==> src/rtl/scan_seq_pkg.sv <==
package scan_seq_pkg;

  typedef enum logic [2:0] {
    SQ_IDLE = 3'd0,
    SQ_XCH1 = 3'd1,
    SQ_RUN  = 3'd2,
    SQ_XCH2 = 3'd3,
    SQ_SOLO = 3'd4
  } sq_state_e;

endpackage

==> src/rtl/scan_seq_fsm.sv <==
module scan_seq_fsm
  import scan_seq_pkg::*;
(
  input  logic clk_i,
  input  logic rst_ni,
  input  logic test_req_i,
  input  logic swap_req_i,
  output logic swap_o,
  output logic run_o,
  output logic busy_o,
  output logic done_o
);

  sq_state_e state_q, state_d;
  logic      done_q;

  always_comb begin
    state_d = state_q;
    unique case (state_q)
      SQ_IDLE: begin
        if (test_req_i)      state_d = SQ_XCH1;
        else if (swap_req_i) state_d = SQ_SOLO;
      end
      SQ_XCH1: state_d = SQ_RUN;
      SQ_RUN:  state_d = SQ_XCH2;
      SQ_XCH2: state_d = SQ_IDLE;
      SQ_SOLO: state_d = SQ_IDLE;
      default: state_d = SQ_IDLE;
    endcase
  end

  always_ff @(posedge clk_i or negedge rst_ni) begin
    if (!rst_ni) begin
      state_q <= SQ_IDLE;
      done_q  <= 1'b0;
    end else begin
      state_q <= state_d;
      done_q  <= (state_q == SQ_XCH2) || (state_q == SQ_SOLO);
    end
  end

  // exchange happens at the edge that ends an XCH1/XCH2/SOLO cycle
  assign swap_o = (state_q == SQ_XCH1) || (state_q == SQ_XCH2) || (state_q == SQ_SOLO);
  assign run_o  = (state_q == SQ_RUN);
  assign busy_o = (state_q != SQ_IDLE);
  assign done_o = done_q;

  a_r4_test_wins: assert property (@(posedge clk_i) disable iff (!rst_ni)
    (state_q == SQ_IDLE && test_req_i) |=> (state_q == SQ_XCH1));
  a_r4_xch1_to_run: assert property (@(posedge clk_i) disable iff (!rst_ni)
    (state_q == SQ_XCH1) |=> (state_q == SQ_RUN));
  a_r4_run_to_xch2: assert property (@(posedge clk_i) disable iff (!rst_ni)
    (state_q == SQ_RUN) |=> (state_q == SQ_XCH2));
  a_r6_done_after_last: assert property (@(posedge clk_i) disable iff (!rst_ni)
    (state_q == SQ_XCH2 || state_q == SQ_SOLO) |=> (done_o && !busy_o));
  a_r6_done_single: assert property (@(posedge clk_i) disable iff (!rst_ni)
    done_o |=> !done_o);
  a_r7_solo_ends: assert property (@(posedge clk_i) disable iff (!rst_ni)
    (state_q == SQ_SOLO) |=> (state_q == SQ_IDLE));

endmodule

==> src/rtl/scan_shadow_bank.sv <==
module scan_shadow_bank #(
  parameter int WORD_W  = 16,
  parameter int NWORDS  = 4,
  parameter int IDX_W   = 2,
  parameter int STATE_W = WORD_W * NWORDS
) (
  input  logic               clk_i,
  input  logic               rst_ni,
  input  logic               swap_i,
  input  logic [STATE_W-1:0] swap_data_i,
  input  logic               wr_en_i,
  input  logic [IDX_W-1:0]   wr_idx_i,
  input  logic [WORD_W-1:0]  wr_data_i,
  input  logic [IDX_W-1:0]   rd_idx_i,
  output logic [WORD_W-1:0]  rd_data_o,
  output logic [STATE_W-1:0] state_o
);

  logic [WORD_W-1:0] word_q [NWORDS];

  for (genvar g = 0; g < NWORDS; g++) begin : g_word
    logic hit;
    assign hit = wr_en_i && (int'(wr_idx_i) == g);

    always_ff @(posedge clk_i or negedge rst_ni) begin
      if (!rst_ni)      word_q[g] <= '0;
      else if (swap_i)  word_q[g] <= swap_data_i[g*WORD_W +: WORD_W];
      else if (hit)     word_q[g] <= wr_data_i;
    end

    assign state_o[g*WORD_W +: WORD_W] = word_q[g];
  end

  always_comb begin
    rd_data_o = '0;
    for (int i = 0; i < NWORDS; i++) begin
      if (int'(rd_idx_i) == i) rd_data_o = word_q[i];
    end
  end

endmodule

==> src/rtl/scan_live_bank.sv <==
module scan_live_bank #(
  parameter int STATE_W = 64
) (
  input  logic               clk_i,
  input  logic               swap_i,
  input  logic [STATE_W-1:0] swap_data_i,
  input  logic [STATE_W-1:0] next_i,
  output logic [STATE_W-1:0] state_o
);

  logic [STATE_W-1:0] live_q;

  // no reset here: the functional logic supplies its own reset value via next_i
  always_ff @(posedge clk_i) begin
    if (swap_i) live_q <= swap_data_i;
    else        live_q <= next_i;
  end

  assign state_o = live_q;

endmodule

==> src/rtl/scan_shadow_seq.sv <==
module scan_shadow_seq #(
  parameter int WORD_W = 16,
  parameter int NWORDS = 4,
  localparam int IDX_W   = (NWORDS > 1) ? $clog2(NWORDS) : 1,
  localparam int STATE_W = WORD_W * NWORDS
) (
  input  logic               clk_i,
  input  logic               rst_ni,
  input  logic               wr_en_i,
  input  logic [IDX_W-1:0]   wr_idx_i,
  input  logic [WORD_W-1:0]  wr_data_i,
  input  logic [IDX_W-1:0]   rd_idx_i,
  output logic [WORD_W-1:0]  rd_data_o,
  input  logic               cmd_swap_i,
  input  logic               cmd_test_i,
  output logic               busy_o,
  output logic               done_o,
  input  logic [STATE_W-1:0] live_next_i,
  output logic [STATE_W-1:0] live_o
);

  logic               swap;
  logic               run;
  logic               busy;
  logic               wr_ok;
  logic [STATE_W-1:0] shadow;
  logic [STATE_W-1:0] live;

  scan_seq_fsm u_fsm (
    .clk_i      (clk_i),
    .rst_ni     (rst_ni),
    .test_req_i (cmd_test_i),
    .swap_req_i (cmd_swap_i),
    .swap_o     (swap),
    .run_o      (run),
    .busy_o     (busy),
    .done_o     (done_o)
  );

  assign wr_ok = wr_en_i && !busy;

  scan_shadow_bank #(
    .WORD_W (WORD_W),
    .NWORDS (NWORDS),
    .IDX_W  (IDX_W)
  ) u_shadow (
    .clk_i       (clk_i),
    .rst_ni      (rst_ni),
    .swap_i      (swap),
    .swap_data_i (live),
    .wr_en_i     (wr_ok),
    .wr_idx_i    (wr_idx_i),
    .wr_data_i   (wr_data_i),
    .rd_idx_i    (rd_idx_i),
    .rd_data_o   (rd_data_o),
    .state_o     (shadow)
  );

  scan_live_bank #(
    .STATE_W (STATE_W)
  ) u_live (
    .clk_i       (clk_i),
    .swap_i      (swap),
    .swap_data_i (shadow),
    .next_i      (live_next_i),
    .state_o     (live)
  );

  assign busy_o = busy;
  assign live_o = live;

  a_r3_exchange: assert property (@(posedge clk_i) disable iff (!rst_ni)
    swap |=> (shadow == $past(live) && live == $past(shadow)));
  a_r4_functional_cycle: assert property (@(posedge clk_i) disable iff (!rst_ni)
    run |=> (live == $past(live_next_i) && $stable(shadow)));
  a_r7_busy_write_blocked: assert property (@(posedge clk_i) disable iff (!rst_ni)
    (busy && !swap && wr_en_i) |=> $stable(shadow));
  a_r8_shadow_hold: assert property (@(posedge clk_i) disable iff (!rst_ni)
    (!swap && !wr_en_i) |=> $stable(shadow));
  a_r8_live_follow: assert property (@(posedge clk_i) disable iff (!rst_ni)
    !swap |=> (live == $past(live_next_i)));

  always @(posedge clk_i) begin
    if (!rst_ni) begin
      a_r9_reset_clear: assert (shadow == '0 && !busy_o && !done_o);
    end
  end

endmodule

==> config.mk <==
export PLATFORM = sky130hd
export DESIGN_NAME = scan_shadow_seq
export DESIGN_NICKNAME = d
export VERILOG_FILES = /design/src/rtl/scan_seq_pkg.sv /design/src/rtl/scan_seq_fsm.sv /design/src/rtl/scan_shadow_bank.sv /design/src/rtl/scan_live_bank.sv /design/src/rtl/scan_shadow_seq.sv
export SDC_FILE = /design/constraint.sdc
export NUM_CORES = 1
export LEC_CHECK = 0
export ABC_AREA = 1
export BUFFER_PORTS_ARGS = -buffer_cell sky130_fd_sc_hd__buf_2
export CAP_MARGIN = 20
export CORE_MARGIN = 2
export CORE_UTILIZATION = 36
export CTS_CLUSTER_DIAMETER = 40
export DETAILED_ROUTE_END_ITERATION = 10
export GPL_TIMING_DRIVEN = 0
export HOLD_SLACK_MARGIN = 0.03
export PLACE_DENSITY = 0.59
export SYNTH_ARGS = -nofsm -noshare
export SYNTH_HDL_FRONTEND = slang
export SYNTH_SLANG_ARGS = --single-unit
==> constraint.sdc <==
create_clock -name clk_i -period 2.44 [get_ports clk_i]
set_input_delay 0.122 -clock clk_i [delete_from_list [all_inputs] [get_ports clk_i]]
set_output_delay 0.122 -clock clk_i [all_outputs]
set_load 0.005 [all_outputs]
==> key figures <==
Finish
  – Final Non-Filler Cells: between 1k and 1.5k
  – Footprint of the multi-input gates: between 2000 and 3000 µm²
  – Layout area overhead: 41.22%
  – Layout Nets: between 1k and 1.5k
  – Antenna cells: 0
  – Fraction of layout cells with a size suffix above 1: 22.25%
  – FILL cells: between 1.5k and 2k
  – Sequential cell area: between 2000 and 3000 µm²

STA
  – Slew @ Worst Pin: roughly 510 ps
  – Unrepaired setup endpoints after global routing: false
  – Slew Viols, Final: 0
  – Final setup fails: 0
  – Min Tclk post-route: approximately 1800 ps
  – Setup TNS: 0 ps
  – Final Hold Fails: 0
  – Clock Skews: 8.643 ps
  – Period utilisation layout: 75.21%
  – Worst slew margin: approximately two thirds
  – Max Clk Rate: 0.5449 GHz

GRT
  – Largest net degree at the start of global routing: 38
  – Initial antenna violation count: 0
  – GRT Total Usage: 24.32%
  – Total grt overflow: 0
  – Vias in the first global route: 5738
  – First-pass GRT wire length: 30930 µm

Synth
  – Cells after synthesis: roughly 800
  – Ys flop type: dfrtp_1
  – Largest area contributor in the netlist: nand2_1
  – Area contributors post-synth: nand2_1 30%, dfrtp_1 29%, dfxtp_1 22%
  – Post-Syn Area: about 5800 µm²
  – FFs w/ async S/R, synth: around half
  – Top cells by instance count after synthesis: 471 x nand2_1, 80 x nand3_1, 68 x dfrtp_1, 64 x dfxtp_1, 30 x buf_2
  – Syn nets: 893
  – Sequential share of the synthesized area: between 50% and 60%
  – FF+latch count, synth: roughly 130
  – Yosys warns: 0
  – Synth top area share: a little under a third
  – Most frequent cell after synthesis: nand2_1
  – EDFF count, synth: 0
  – Avg Cell Area, Syn: ~7.2 µm²
  – Cell variety after synth: 18

Detailed routing
  – ANT nets after route: 0
  – Top sig layer: met4
  – Remaining DRCs: 0
  – Routed vias: 6165
  – WL met3: approximately 1300 µm
  – Detailed Routing Iterations Pass 1: 5
  – DR vias/cell: roughly 4.8
  – Number of DRC markers in iteration 0: 447
  – Final wirelength: about 21000 µm
  – Wire length on met2: 9592 µm
  – WL per Instance: approximately 16 µm
  – M1 WL: about 9400 µm

Setup path
  – Crit-path cells: nor2_4, nand4_2, nand2_1, buf_2, nand2_1, nand2_1
  – CP Class: reg2reg
  – CP endpoint kind: flop
  – Critical path startpoint category: flop
  – Max stage delay on crit path: roughly 420 ps
  – Most numerous cell on the critical path: nand2_1
  – Worst Path Max Fanout: 10
  – CP arrival: roughly 2200 ps
  – Crit-path slowest cell: dfrtp_1
  – Req. time, crit path: between 2000 and 3000 ps

Clock network
  – Clk slew on worst S/H paths: ~60 ps
  – Clk sinks: 132
  – CTS tree: done
  – CTS root buf: clkbuf_16
  – Clock Path Buffers: 2
  – CTS buffer count: 17
  – Clk Latency, worst-skew pair: 420 ps
  – Htree depth: 4
  – Post-cts sizing count: 0

Min path
  – Hold WC Path Type: in2async

Status
  – Outcome: finished, final reports clean

Place
  – Dpl hpwl: around 15000 µm
  – RD Place Congestion: between 0.8 and 0.9
  – Placed insts: 1191
  – Port bufs: 170

Power and ir drop
  – Tot Pwr: about 11 mW
  – Maximum vdd drop: 0.0006662 V
  – Leak pwr: about 4.5 nW
  – Pwr dens: roughly 1400 nW/µm²

Die
  – Starting Density: a little over a third
  – Core ar.: around 16000 µm²
  – FP Rows: between 40 and 50
  – Die Wd: ~130 µm
  – DIE AREA: between 15000 and 20000 µm²
  – Die height: 131.0 µm
  – I/O pins: around 170

Run
  – Max-cap violations: 0
-- flip-flops by register name, indices dropped and copies added, names as in the netlist --
signal	flops
u_fsm.state_q	3
u_live.state_o	64
u_fsm.done_o	1
u_shadow.state_o	64
-- layout make-up --
type                    count  area share, %
clock buffers              27          6.137
well taps                 216          3.298
repair buffers            238          18.84
clock inverters             5         0.9160
multi-input cells         604          30.70
inverters                  26          1.191
flip-flops and latches    132          36.40
plain buffers              42          2.519
-- layer usage --
| layer | vias up | track usage (%) |
|---|---|---|
| li1 | 3057 | - |
| met1 | 2848 | 33.32 |
| met2 | 232 | 38.95 |
| met5 | - | 0 |
| met3 | 28 | 4.397 |
| met4 | 0 | 8.135 |
-- through the flow --
stage | setup slack, ps | instance area, µm² | hold slack [ps] | utilization (%)
2_1_floorplan | 1059 | 5803 | -173.6 | -
3_3_place_gp | 690.8 | 6924 | 303.1 | 43.75
3_5_place_dp | 682.5 | 6947 | 99.30 | 43.89
4_1_cts | 665.3 | 8195 | 182.9 | 51.78
5_1_grt | 467.3 | 8195 | 213.6 | 51.78
6_report | 604.8 | 8195 | 192.3 | 51.78
-- power by group --
group / internal [mW] / switching, mW
Clock: 1.61 / 0.896
Combinational: 1.78 / 3.07
Sequential: 3.29 / 0.818
Total: 6.68 / 4.79
-- logic make-up (layout without fill, tap and decap cells) --
family	after synthesis	in the layout	share of synthesized area, %
flops	132	132	51.40
compound gates	34	34	3.967
buf+inv	68	338	5.239
simple gates	570	570	39.39
-- timing repair --
action / CTS / global route
setup buffers: 0 / 0
hold endpoints to repair: 102 / 0
hold buffers: 67 / 0
-- critical path: cells and delay by family (launching register included) --
kind	cells	cell delay (ps)
buf+inv	1	300
flops	1	420
simple gates	5	1030
-- path summary, 6_finish.rpt --
kind / from / to / slack (ps) / cells after the start
worst max-delay path: u_fsm.state_q[0] / u_shadow.state_o[46] / 600 / 6
worst min-delay path: rst_ni / u_shadow.state_o[32] / 190 / 2
worst max register to register: u_fsm.state_q[0] / u_shadow.state_o[46] / 600 / 6
worst min register to register: u_shadow.state_o[44] / u_live.state_o[44] / 510 / 2
max in group asynchronous: rst_ni / u_shadow.state_o[57] / 1680 / 3
min in group clk_i: wr_data_i[15] / u_shadow.state_o[31] / 210 / 5
-- cells in the final DEF (no fill, tap or decap), types with 3 or more instances in the layout --
cell type,instances
inv_1,25
dfrtp_1,68
buf_4,4
o21ai_0,8
dfxtp_1,64
nand3_1,80
dlygate4sd3_1,67
o21ai_1,10
clkbuf_1,15
clkbuf_16,17
buf_2,199
nand2_1,471
o2111ai_1,16
clkinv_2,3
nand2_2,5
nor2_1,8
clkbuf_8,4
(Power assumes the default switching activity.)
